==> src/rtl/uart_pkg.sv <==
// Shared register offsets, bit positions and receiver state type for
// the buffered serial port. Assumes a 5-bit byte-offset bus address.
package uart_pkg;
    localparam logic [4:0] OFF_TXPORT = 5'h00;
    localparam logic [4:0] OFF_RXPORT = 5'h04;
    localparam logic [4:0] OFF_CTRL   = 5'h08;
    localparam logic [4:0] OFF_STAT   = 5'h0C;
    localparam logic [4:0] OFF_MISC   = 5'h10;
    localparam logic [4:0] OFF_RATE   = 5'h14;

    localparam int CTL_ERRCLR = 24;
    localparam int CTL_RXRST  = 23;
    localparam int CTL_TXRST  = 22;
    localparam int CTL_RXEN   = 13;
    localparam int CTL_TXEN   = 12;

    localparam int ST_ERR     = 16;
    localparam int ST_RXEMPTY = 20;
    localparam int ST_TXFULL  = 21;
    localparam int ST_TXEMPTY = 22;

    localparam int RATE_EN    = 23;
    localparam int RATE_XTAL  = 24;

    localparam logic [31:0] CTRL_KEEP = (32'd1 << CTL_ERRCLR) | (32'd1 << CTL_RXRST) |
                                        (32'd1 << CTL_TXRST)  | (32'd1 << CTL_RXEN)  |
                                        (32'd1 << CTL_TXEN);
    localparam logic [31:0] RATE_KEEP = 32'h01FF_FFFF;

    typedef enum logic [2:0] {
        RXS_IDLE,
        RXS_START,
        RXS_DATA,
        RXS_STOP,
        RXS_WAITHI
    } rx_state_t;
endpackage

==> src/rtl/uart_fifo.sv <==
// Synchronous queue with a synchronous clear. Pushes while full and pops
// while empty are ignored. Assumes DEPTH is a power of two, at least 2.
module uart_fifo #(
    parameter int WIDTH = 8,
    parameter int DEPTH = 16
) (
    input  logic             clk,
    input  logic             rst_n,
    input  logic             clr,
    input  logic             push,
    input  logic [WIDTH-1:0] wdata,
    input  logic             pop,
    output logic [WIDTH-1:0] rdata,
    output logic             full,
    output logic             empty
);
    localparam int AW = $clog2(DEPTH);
    localparam int CW = AW + 1;

    logic [WIDTH-1:0] mem [DEPTH];
    logic [AW-1:0]    wptr, rptr;
    logic [CW-1:0]    count;
    logic             do_push, do_pop;

    assign full    = (count == CW'(DEPTH));
    assign empty   = (count == '0);
    assign do_push = push && !full;
    assign do_pop  = pop && !empty;
    assign rdata   = mem[rptr];

    // Pointer and occupancy bookkeeping.
    always_ff @(posedge clk) begin
        if (!rst_n || clr) begin
            wptr  <= '0;
            rptr  <= '0;
            count <= '0;
        end else begin
            if (do_push) wptr <= wptr + 1'b1;
            if (do_pop)  rptr <= rptr + 1'b1;
            count <= count + CW'(do_push) - CW'(do_pop);
        end
    end

    // Storage write; contents need no reset.
    always_ff @(posedge clk) begin
        if (do_push) mem[wptr] <= wdata;
    end
endmodule

==> src/rtl/uart_bit_clock.sv <==
// Bit-period strobe: a fixed divide-by-PRE prescaler feeding a
// programmable divide-by-(divisor+1) counter. Produces one-cycle ticks
// every PRE*(divisor+1) clocks while run is high; holds in reset otherwise.
module uart_bit_clock #(
    parameter int DIV_W = 23,
    parameter int PRE   = 3
) (
    input  logic             clk,
    input  logic             rst_n,
    input  logic             run,
    input  logic [DIV_W-1:0] divisor,
    output logic             tick
);
    localparam int PW = $clog2(PRE);

    logic [PW-1:0]    pre_cnt;
    logic [DIV_W-1:0] div_cnt;
    logic             pre_last, div_last;

    assign pre_last = (pre_cnt == PW'(PRE - 1));
    assign div_last = (div_cnt >= divisor);
    assign tick     = run && pre_last && div_last;

    // Prescaler and divisor counters.
    always_ff @(posedge clk) begin
        if (!rst_n || !run) begin
            pre_cnt <= '0;
            div_cnt <= '0;
        end else if (pre_last) begin
            pre_cnt <= '0;
            div_cnt <= div_last ? '0 : div_cnt + 1'b1;
        end else begin
            pre_cnt <= pre_cnt + 1'b1;
        end
    end
endmodule

==> src/rtl/uart_tx_shift.sv <==
// Transmit shifter: takes a byte when enabled and idle, then emits start,
// eight data bits LSB first and stop, one bit per tick. Busy covers the
// whole stop bit. Assumes ticks are single-cycle strobes.
module uart_tx_shift (
    input  logic       clk,
    input  logic       rst_n,
    input  logic       clr,
    input  logic       enable,
    input  logic       tick,
    input  logic       have_data,
    input  logic [7:0] data,
    output logic       pop,
    output logic       txd,
    output logic       busy
);
    logic [9:0] shreg;
    logic [3:0] nbits;

    assign pop = enable && !busy && have_data && !clr;

    // Frame load and bit shifting.
    always_ff @(posedge clk) begin
        if (!rst_n || clr) begin
            busy  <= 1'b0;
            txd   <= 1'b1;
            shreg <= '1;
            nbits <= '0;
        end else if (pop) begin
            busy  <= 1'b1;
            shreg <= {1'b1, data, 1'b0};
            nbits <= '0;
        end else if (busy && tick) begin
            if (nbits == 4'd10) begin
                busy <= 1'b0;
            end else begin
                txd   <= shreg[0];
                shreg <= {1'b1, shreg[9:1]};
                nbits <= nbits + 1'b1;
            end
        end
    end
endmodule

==> src/rtl/uart_rx_frame.sv <==
// Receive framer: detects a falling edge, confirms the start bit at
// half a period, samples eight data bits and the stop bit at mid-bit.
// Emits a push pulse for a good frame or frame_err for a low stop bit.
// Assumes rxd_s is already synchronised and period is at least 2.
module uart_rx_frame #(
    parameter int PW = 26
) (
    input  logic          clk,
    input  logic          rst_n,
    input  logic          clr,
    input  logic          enable,
    input  logic          rxd_s,
    input  logic [PW-1:0] period,
    output logic          push,
    output logic [7:0]    data,
    output logic          frame_err
);
    import uart_pkg::*;

    rx_state_t     state;
    logic [PW-1:0] cnt;
    logic [2:0]    nbit;
    logic [PW-1:0] half;
    logic          at_end;

    assign half   = period >> 1;
    assign at_end = (cnt == period - 1'b1);

    // Frame state machine with bit timing counter.
    always_ff @(posedge clk) begin
        if (!rst_n || clr) begin
            state     <= RXS_IDLE;
            cnt       <= '0;
            nbit      <= '0;
            data      <= '0;
            push      <= 1'b0;
            frame_err <= 1'b0;
        end else begin
            push      <= 1'b0;
            frame_err <= 1'b0;
            case (state)
                RXS_IDLE: begin
                    cnt <= '0;
                    if (enable && !rxd_s) state <= RXS_START;
                end
                RXS_START: begin
                    if (cnt == half) begin
                        cnt   <= '0;
                        nbit  <= '0;
                        state <= rxd_s ? RXS_IDLE : RXS_DATA;
                    end else begin
                        cnt <= cnt + 1'b1;
                    end
                end
                RXS_DATA: begin
                    if (at_end) begin
                        cnt  <= '0;
                        data <= {rxd_s, data[7:1]};
                        nbit <= nbit + 1'b1;
                        if (nbit == 3'd7) state <= RXS_STOP;
                    end else begin
                        cnt <= cnt + 1'b1;
                    end
                end
                RXS_STOP: begin
                    if (at_end) begin
                        cnt <= '0;
                        if (rxd_s) begin
                            push  <= 1'b1;
                            state <= RXS_IDLE;
                        end else begin
                            frame_err <= 1'b1;
                            state     <= RXS_WAITHI;
                        end
                    end else begin
                        cnt <= cnt + 1'b1;
                    end
                end
                RXS_WAITHI: begin
                    if (rxd_s) state <= RXS_IDLE;
                end
                default: state <= RXS_IDLE;
            endcase
        end
    end
endmodule

==> src/rtl/fifo_uart.sv <==
// Buffered serial port top: register file, transmit and receive queues,
// bit-rate generator, shifter and framer. Reads are combinational in the
// access cycle; an RX port read removes the head at the clock edge.
// Assumes software pulses the reset and error-clear bits.
module fifo_uart #(
    parameter int FIFO_DEPTH = 16,
    parameter int DIV_W      = 23
) (
    input  logic        clk,
    input  logic        rst_n,
    input  logic        bus_sel,
    input  logic        bus_wr,
    input  logic [4:0]  bus_addr,
    input  logic [31:0] bus_wdata,
    output logic [31:0] bus_rdata,
    input  logic        rxd,
    output logic        txd
);
    import uart_pkg::*;

    localparam int PER_W = DIV_W + 3;

    logic [31:0]      ctl_q, baud_q, status_w;
    logic             wr_en, rd_en;
    logic             tx_rst, rx_rst, err_clr, tx_en, rx_en, rate_on;
    logic [DIV_W-1:0] divisor;
    logic [PER_W-1:0] div_p1, period;
    logic             tx_push, tx_pop, tx_full, tx_fifo_empty, tx_busy, bit_tick;
    logic [7:0]       tx_head, rx_head, rx_byte;
    logic             rx_push, rx_pop, rx_full, rx_empty, rx_ferr;
    logic             rxd_m, rxd_s, err_q;

    assign wr_en   = bus_sel && bus_wr;
    assign rd_en   = bus_sel && !bus_wr;
    assign tx_rst  = ctl_q[CTL_TXRST];
    assign rx_rst  = ctl_q[CTL_RXRST];
    assign err_clr = ctl_q[CTL_ERRCLR];
    assign tx_en   = ctl_q[CTL_TXEN];
    assign rx_en   = ctl_q[CTL_RXEN];
    assign rate_on = baud_q[RATE_EN];
    assign divisor = baud_q[DIV_W-1:0];
    assign div_p1  = PER_W'(divisor) + 1'b1;
    assign period  = div_p1 + (div_p1 << 1);
    assign tx_push = wr_en && (bus_addr == OFF_TXPORT);
    assign rx_pop  = rd_en && (bus_addr == OFF_RXPORT);

    // Control and bit-rate registers.
    always_ff @(posedge clk) begin
        if (!rst_n) begin
            ctl_q  <= '0;
            baud_q <= '0;
        end else if (wr_en) begin
            if (bus_addr == OFF_CTRL) ctl_q  <= bus_wdata & CTRL_KEEP;
            if (bus_addr == OFF_RATE) baud_q <= bus_wdata & RATE_KEEP;
        end
    end

    // Two-flop synchroniser for the serial input.
    always_ff @(posedge clk) begin
        if (!rst_n) begin
            rxd_m <= 1'b1;
            rxd_s <= 1'b1;
        end else begin
            rxd_m <= rxd;
            rxd_s <= rxd_m;
        end
    end

    // Sticky error flag: framing fault or receive overflow; clear wins.
    always_ff @(posedge clk) begin
        if (!rst_n || err_clr) err_q <= 1'b0;
        else if (rx_ferr || (rx_push && rx_full)) err_q <= 1'b1;
    end

    uart_fifo #(.WIDTH(8), .DEPTH(FIFO_DEPTH)) tx_q_i (
        .clk(clk), .rst_n(rst_n), .clr(tx_rst), .push(tx_push), .wdata(bus_wdata[7:0]),
        .pop(tx_pop), .rdata(tx_head), .full(tx_full), .empty(tx_fifo_empty)
    );

    uart_fifo #(.WIDTH(8), .DEPTH(FIFO_DEPTH)) rx_q_i (
        .clk(clk), .rst_n(rst_n), .clr(rx_rst), .push(rx_push), .wdata(rx_byte),
        .pop(rx_pop), .rdata(rx_head), .full(rx_full), .empty(rx_empty)
    );

    uart_bit_clock #(.DIV_W(DIV_W), .PRE(3)) bitclk_i (
        .clk(clk), .rst_n(rst_n), .run(rate_on), .divisor(divisor), .tick(bit_tick)
    );

    uart_tx_shift tx_i (
        .clk(clk), .rst_n(rst_n), .clr(tx_rst), .enable(tx_en), .tick(bit_tick),
        .have_data(!tx_fifo_empty), .data(tx_head), .pop(tx_pop), .txd(txd), .busy(tx_busy)
    );

    uart_rx_frame #(.PW(PER_W)) rx_i (
        .clk(clk), .rst_n(rst_n), .clr(rx_rst), .enable(rx_en), .rxd_s(rxd_s),
        .period(period), .push(rx_push), .data(rx_byte), .frame_err(rx_ferr)
    );

    // Status word assembly.
    always_comb begin
        status_w             = '0;
        status_w[ST_ERR]     = err_q;
        status_w[ST_RXEMPTY] = rx_empty;
        status_w[ST_TXFULL]  = tx_full;
        status_w[ST_TXEMPTY] = tx_fifo_empty && !tx_busy;
    end

    // Read data multiplexer.
    always_comb begin
        case (bus_addr)
            OFF_RXPORT: bus_rdata = rx_empty ? 32'd0 : {24'd0, rx_head};
            OFF_CTRL:   bus_rdata = ctl_q;
            OFF_STAT:   bus_rdata = status_w;
            OFF_RATE:   bus_rdata = baud_q;
            default:    bus_rdata = 32'd0;
        endcase
    end
endmodule

==> config.mk <==
export PLATFORM = sky130hd
export DESIGN_NAME = fifo_uart
export DESIGN_NICKNAME = d
export VERILOG_FILES = /design/src/rtl/uart_pkg.sv /design/src/rtl/uart_fifo.sv /design/src/rtl/uart_bit_clock.sv /design/src/rtl/uart_tx_shift.sv /design/src/rtl/uart_rx_frame.sv /design/src/rtl/fifo_uart.sv
export SDC_FILE = /design/constraint.sdc
export NUM_CORES = 1
export LEC_CHECK = 0
export BUFFER_PORTS_ARGS = -buffer_cell sky130_fd_sc_hd__buf_4
export CELL_PAD_IN_SITES_DETAIL_PLACEMENT = 1
export CELL_PAD_IN_SITES_GLOBAL_PLACEMENT = 1
export CORE_UTILIZATION = 55
export DETAILED_ROUTE_END_ITERATION = 6
export HOLD_SLACK_MARGIN = 0.08
export PLACE_DENSITY_LB_ADDON = 0.1
export SETUP_SLACK_MARGIN = 0.05
export SYNTH_ARGS = -nofsm -noshare
export SYNTH_HDL_FRONTEND = slang
export SYNTH_HIERARCHICAL = 1
export SYNTH_SLANG_ARGS = --single-unit
==> constraint.sdc <==
create_clock -name clk -period 9.7 [get_ports clk]
set_input_delay 0.485 -clock clk [delete_from_list [all_inputs] [get_ports clk]]
set_output_delay 0.485 -clock clk [all_outputs]
set_load 0.02 [all_outputs]
======== After elaboration in Yosys (flattened, before gate mapping) ========
Memories as Yosys holds them, arrays and structs flattened. A register that Yosys moved wholly into a read port is not among the register bits.
Index checks and enable logic that the tools add are counted.
cells by class
  add/sub/neg operators ................... 16
  order comparisons ....................... 1
  equal/unequal tests ..................... 22
  mux-type cells .......................... 34
  bitwise logic cells ..................... 4
  reductions and logical operators ........ 53
operators with widths
  kind                                                  count
  one-hot mux 25 bit (4 select lines)                   1
  one-hot mux 26 bit (3 select lines)                   1
  two-way mux 26 bit                                    2
  two-way mux 3 bit                                     9
  two-way mux 9 bit                                     3
  adder 24 x 25 -> 26 bit                               1
  adder 26 x 1 -> 26 bit (second input constant)        1
  equality test 26 x 25 -> 1 bit                        1
  equality test 26 bit                                  1
  subtractor 26 x 1 -> 26 bit (second input constant)   1
  adder 23 x 1 -> 24 bit (second input constant)        1
  adder 23 x 1 -> 23 bit (second input constant)        1
  >= comparator 23 bit                                  1
  two-way mux 23 bit                                    1
  adder 4 x 1 -> 4 bit (second input constant)          5
  logical AND 1 bit                                     17
  two-way mux 4 bit                                     4
  equality test 5 bit (second input constant)           3
  logical NOT 5 bit                                     3
  one-hot mux 3 bit (5 select lines)                    1
  AND reduction 2 bit                                   6
  adder 5 x 1 -> 5 bit                                  2
  equality test 5 x 4 -> 1 bit (second input constant)  2
  logical NOT 1 bit                                     10
  other kinds (24)                                      52
word-level totals
  register bits after elaboration ......... 141
  memory bits (writable) .................. 256
  output and inout port bits .............. 33
  memories ................................ 2
memory list
  memory      words  width  read ports  clocked after Yosys merged registers in  write ports  line             text
  rx_q_i.mem  16     8      1           1                                        1            uart_fifo.sv:20  logic [WIDTH-1:0] mem [DEPTH];
  tx_q_i.mem  16     8      1           1                                        1            uart_fifo.sv:20

======== Logic depth before layout (Yosys ltp) ========
  depth after elaboration ................. 7
  depth in mapped cells ................... 24
  mapped depth without buffers ............ 22

======== By module ========
The synthesis kept the hierarchy.
by module, submodules not included
  module          instances  cells an instance  area an instance (sq um)
  uart_fifo       2          309                5808.1
  uart_rx_frame   1          505                3711.1
  fifo_uart       1          416                3245.6
  uart_bit_clock  1          204                1697.9
  uart_tx_shift   1          87                 739.5

======== Worst setup path before layout ========
No wires, ideal clock.
  path type ............................... register to register
  from .................................... register baud_q[1]
  to ...................................... register rx_i.data[0]
  setup time .............................. 0.121 ns
  arrival time ............................ 5.425 ns
  path slack .............................. 4.154 ns
  stages on the path, launching flop included .. 24
  path buffers ............................ 2
  clock period less this slack ............ 5.546 ns
  path through ............................ dfxtp_1 -> ha_1 -> inv_1 -> nor3_2 -> nand3_2 -> nor2_1 -> xor2_1 -> ha_1 -> clkbuf_1 -> a21oi_1 -> o21ai_0 -> a21o_1 -> a21oi_1 -> o21ai_1 -> xor2_1 -> or4_1 -> nor3_1 -> nand3_1 -> a2111o_1 -> a2111oi_4 -> nand3_1 -> or3_1 -> buf_4 -> mux2i_1
between the ends
  longest elaborated chain between the ends .. 5
ends and longest elaborated chain
  item                                  line                 text
  from (decl)                           fifo_uart.sv:23      logic [31:0] ctl_q, baud_q, status_w;
  from (signal assigned)                fifo_uart.sv:54      if (bus_addr == OFF_RATE) baud_q <= bus_wdata & RATE_KEEP;
  adder 23 x 1 -> 24 bit                fifo_uart.sv:42      assign div_p1 = PER_W'(divisor) + 1'b1;
  adder 24 x 25 -> 26 bit               fifo_uart.sv:43      assign period = div_p1 + (div_p1 << 1);
  via period[19]                        fifo_uart.sv:27      logic [PER_W-1:0] div_p1, period;
  subtractor 26 x 1 -> 26 bit           uart_rx_frame.sv:27  assign at_end = (cnt == period - 1'b1);
  equality test 26 bit                  uart_rx_frame.sv:27
  AND reduction 2 bit (no source line)  n/a
  to (signal assigned)                  uart_rx_frame.sv:58  data <= {rxd_s, data[7:1]};
  to (decl)                             uart_rx_frame.sv:15  output logic [7:0] data,
The timed path passes the listed nets, and every way through them passes these cells.
A chain may end at the register's enable or synchronous reset.

======== Worst setup path after layout ========
  from .................................... register baud_q[0]
  to ...................................... register rx_i.cnt[8]
between the ends
  longest elaborated chain between the ends .. 6
  elaborated cells between the ends (all ways) .. 8
  classes of those cells .................. add/sub: 3; eq/ne: 2; mux: 3
ends and longest elaborated chain
  item                                     line                                      text
  adder 23 x 1 -> 24 bit (*)               fifo_uart.sv:42
  adder 24 x 25 -> 26 bit (*)              fifo_uart.sv:43
  via period[19]                           fifo_uart.sv:27
  subtractor 26 x 1 -> 26 bit              uart_rx_frame.sv:27
  equality test 26 bit                     uart_rx_frame.sv:27
  two-way mux 26 bit                       uart_rx_frame.sv:56, uart_rx_frame.sv:66
  one-hot mux 26 bit (3 select lines) (*)  uart_rx_frame.sv:41                       case (state)
  to (signal assigned)                     uart_rx_frame.sv:52                       cnt <= cnt + 1'b1;
  to (signal assigned)                     uart_rx_frame.sv:62                       cnt <= cnt + 1'b1;
  to (signal assigned)                     uart_rx_frame.sv:76                       cnt <= cnt + 1'b1;
  to (decl)                                uart_rx_frame.sv:21                       logic [PW-1:0] cnt;
Mark *: on every way through the listed nets, which the timed path passes. The rest lies on a longest branch.

==> results.md <==
* Status: finished clean
* Capturing point of the worst reg2reg path: rx_i/cnt[8]$_SDFFE_PP0P_
* Area grow syn2layout at 10.1%
* Final nets at 1982
* Hold Path Class: in -> reg
* Crit path largest cell delay at 0.97 ns
* Leak at 8.54 nW
* Fmax at 138 MHz
* Post-synth top cells: edfxtp_1, nand2_1, dfxtp_1, nor2_1, inv_1
* Routed WL at 55800 um
* Reg2reg start: baud_q[0]$_SDFFE_PN0P_
* I/O Buffers at 60
* Post-place setup slack at 2.58 ns
* Post-CTS setup buffers at 0
* Post-route setup TNS at 0 ns
* Clock share of power at 46.5%
* Synthesis Warnings at 6
* Die area at 0.0390 mm^2
* Sequential-to-total area share from yosys stat at 50.8%
* Logic pwr share at 1.8%
* Max FO, Critical Path at 13
* Cell count of the worst hold path at 2
* Clock root buffer: clkbuf_16
* Final worst path period share at 74.5%
* RSZ-0062 raised after global routing: false
* Post-synthesis cell type count at 91
* Final setup violation count at 0
* Cts bufs inserted at 42
* Main synth FF type: edfxtp_1
* # H-tree levels at 2
* Worst setup EP type: register
* PwrDens at 152 mW/mm^2
* Mapped Area at 0.0210 mm^2
* Vias per cell at 6.17
* CP cell instances: ha_1, inv_1, nor3_2, nand3_2, nor2_1, xor2_1, ha_1, a21oi_1, o21ai_0, a21o_1, a21oi_1, o21ai_1, xor2_1, or4_1, nor3_1, nand3_1, a2111o_1, a2111oi_4, a311oi_2, nor2_1, o22ai_1
* Final Max Slew Viols at 0
* Sw frac at 20.2%
* Initial DRT Pass Iterations at 7
* Startpoint Class: register
* Post-synth EDFFs at 256
* CP required at 10.10 ns
* VDD IR-drop max at 0.000142 V
* Total of max-cap violations at 0
* # rows at 71
* Crit path max-delay family: compound AO/OA/AOI/OAI gates
* Initial core utilization at 55.8%
* NetSw at 0.712 mW
* Worst Setup Path Type: reg -> reg
* Dpl hpwl at 38700 um
* Ports at 75
* Post-Syn Instances at 1830
* Worst hold margin at 0.119 ns
* Worst Reg-to-Reg Cells at 21
* Congestion Overflow GR at 0
* Hold Vio Cnt, Final at 0
* Sink Count at 405
* Fraction of registers with async set/reset at 0%
* Post-DR wirelength/cell at 23.2 um
* Hold path startpoint: rxd
* Skew-Pair Late Insertion Delay at 0.58 ns
* ANT nets after route at 0
* R2r setup slk at 2.48 ns
* Detailed-route DRC error count at 0
* CTS hold repair buffers at 0
* Area of the multi-input gates at 0.00946 mm^2
* CTS tree: yes
* Mean area per synthesized cell at 11.5 um^2
* Largest net degree at the start of global routing at 42
* First-pass GRT wire length at 86700 um
* Share of cells above drive strength 1 at 11.1%
* GPL Wtd Cong at 0.899
* Die Height at 197 um
* Count leader, synth: edfxtp_1
* Flop pwr share at 51.6%
* Clock transition at path regs at 0.06 ns
* Seq cells post-synth at 405
* Initial antenna violation count at 0
* Iter 0 DRT Violations at 953
* Post-synth top area share at 36.6%
* Least-Margin Pin Slew at 1.15 ns
* FILL cells at 3959
* Max stage delay cell, worst path: nor2_1
* Bufs on Longest Clock Path at 3
* Total GRT Usage at 29.2%
* Core Footprint at 0.0377 mm^2
* Critical path buffers and inverters at 1
* Via Count at 14800
* Slew margin rel. at 22.8%
* Reg area at 0.0107 mm^2
* Final setup margin at 2.48 ns
* CP arrival at 7.62 ns
* Post-cts sizing count at 0
* Most area-consuming cells after synthesis: edfxtp_1, dfxtp_1, ha_1
* Most area-hungry cell type in the Yosys netlist: edfxtp_1
* Hold Path End: rxd_m$_SDFF_PN1_
* Antenna cells at 0
* Int Power at 2.82 mW
* Worst Clk Skew at 0.0267 ns
* Number of global-route vias before repair at 15400
* Crit path time final at 7.22 ns
* Die Width at 197 um
-- cells in the final DEF, fill, tap and decap left out, types with 30 or more instances in the layout --
cell type | synthesis | layout
edfxtp_1 | 256 | 256
nand2_1 | 163 | 163
dfxtp_1 | 149 | 146
nor2_1 | 115 | 115
inv_1 | 98 | 98
ha_1 | 78 | 78
buf_4 | 10 | 78
xor2_1 | 76 | 76
nand3_1 | 68 | 68
xnor2_1 | 63 | 63
a21oi_1 | 60 | 60
clkbuf_16 | 0 | 43
nand4_1 | 36 | 36
mux4_2 | 36 | 36
and2_1 | 34 | 34
a22oi_1 | 32 | 32
o21ai_0 | 30 | 30
-- metrics by stage --
step	total power, mW	cells	cell area (um^2)	utilization, %
finish	3.53	2403	23100	61.4
global route	3.62	2403	23100	61.4
CTS	3.56	2403	23100	61.4
detailed placement	1.92	2327	21700	57.7
global placement	1.92	2327	21700	57.7
floorplan	1.89	1836	21000	-
-- how the worst max path moves through the flow --
stage                     cells after the start                        end  slack (ns)                    from
after global routing                         21   rx_i/cnt[8]$_SDFFE_PP0P_        2.03  baud_q[0]$_SDFFE_PN0P_
after detailed placement                     21   rx_i/cnt[8]$_SDFFE_PP0P_        2.58  baud_q[0]$_SDFFE_PN0P_
after floorplan                              23  rx_i/data[0]$_SDFFE_PP0P_        4.15  baud_q[1]$_SDFFE_PN0P_
after CTS                                    21   rx_i/cnt[8]$_SDFFE_PP0P_        2.52  baud_q[0]$_SDFFE_PN0P_
after global placement                       21   rx_i/cnt[8]$_SDFFE_PP0P_        2.76  baud_q[0]$_SDFFE_PN0P_
final                                        21   rx_i/cnt[8]$_SDFFE_PP0P_        2.48  baud_q[0]$_SDFFE_PN0P_
-- kinds of logic (layout without fill, tap and decap cells) --
kind of cell	Yosys count	in the layout	share of synthesized area [%]
AO/OA/AOI/OAI	316	316	10.5
XOR/XNOR	139	139	5.79
adder cells (fa/ha/maj)	80	80	4.84
buffers and inverters	197	253	4.37
flip-flops	405	405	50.8
multiplexers	90	90	8.61
other	1	7	0.0178
AND/OR/NAND/NOR	602	602	15.1
-- registers in the layout, indices dropped and copies added (netlist names), 4 cells and up, named ones only --
| register | cells |
|---|---|
| tx_q_i/mem | 128 |
| baud_q | 25 |
| tx_i/shreg | 9 |
| rx_i/cnt | 26 |
| rx_q_i/rptr | 4 |
| rx_q_i/wptr | 4 |
| bitclk_i/div_cnt | 23 |
| tx_i/nbits | 4 |
| tx_q_i/wptr | 4 |
| tx_q_i/count | 5 |
| ctl_q | 5 |
| rx_i/data | 8 |
| rx_q_i/mem | 128 |
| tx_q_i/rptr | 4 |
| rx_q_i/count | 5 |
-- routing by layer --
metal / GRT usage, % / up-vias / part of all wire, % / wire (um)
met5: 0 / - / 0 / 0
met4: 8.24 / 0 / 2.2 / 1210
met3: 3.18 / 84 / 3.9 / 2180
met2: 50.5 / 345 / 49 / 27600
met1: 39.0 / 7543 / 45 / 24900
li1: - / 6864 / - / -
-- power by group through the flow --
stage               logic [mW]  registers (mW)  clock network [mW]
finish                  0.0644            1.82                1.64
global route            0.0696            1.82                1.73
CTS                     0.0645            1.82                1.67
floorplan               0.0320            1.86                   0
global placement        0.0620            1.86                   0
detailed placement      0.0640            1.86                   0
-- final cells by class --
cell class	instances	area share, %
multi-input cells	1234	40.9
flip-flops and latches	405	46.1
inverters	99	1.61
clock inverters	17	0.887
well taps	511	2.76
repair buffers	78	2.53
clock buffers	59	5.21
Note: power is estimated with default switching activity, not from simulation.
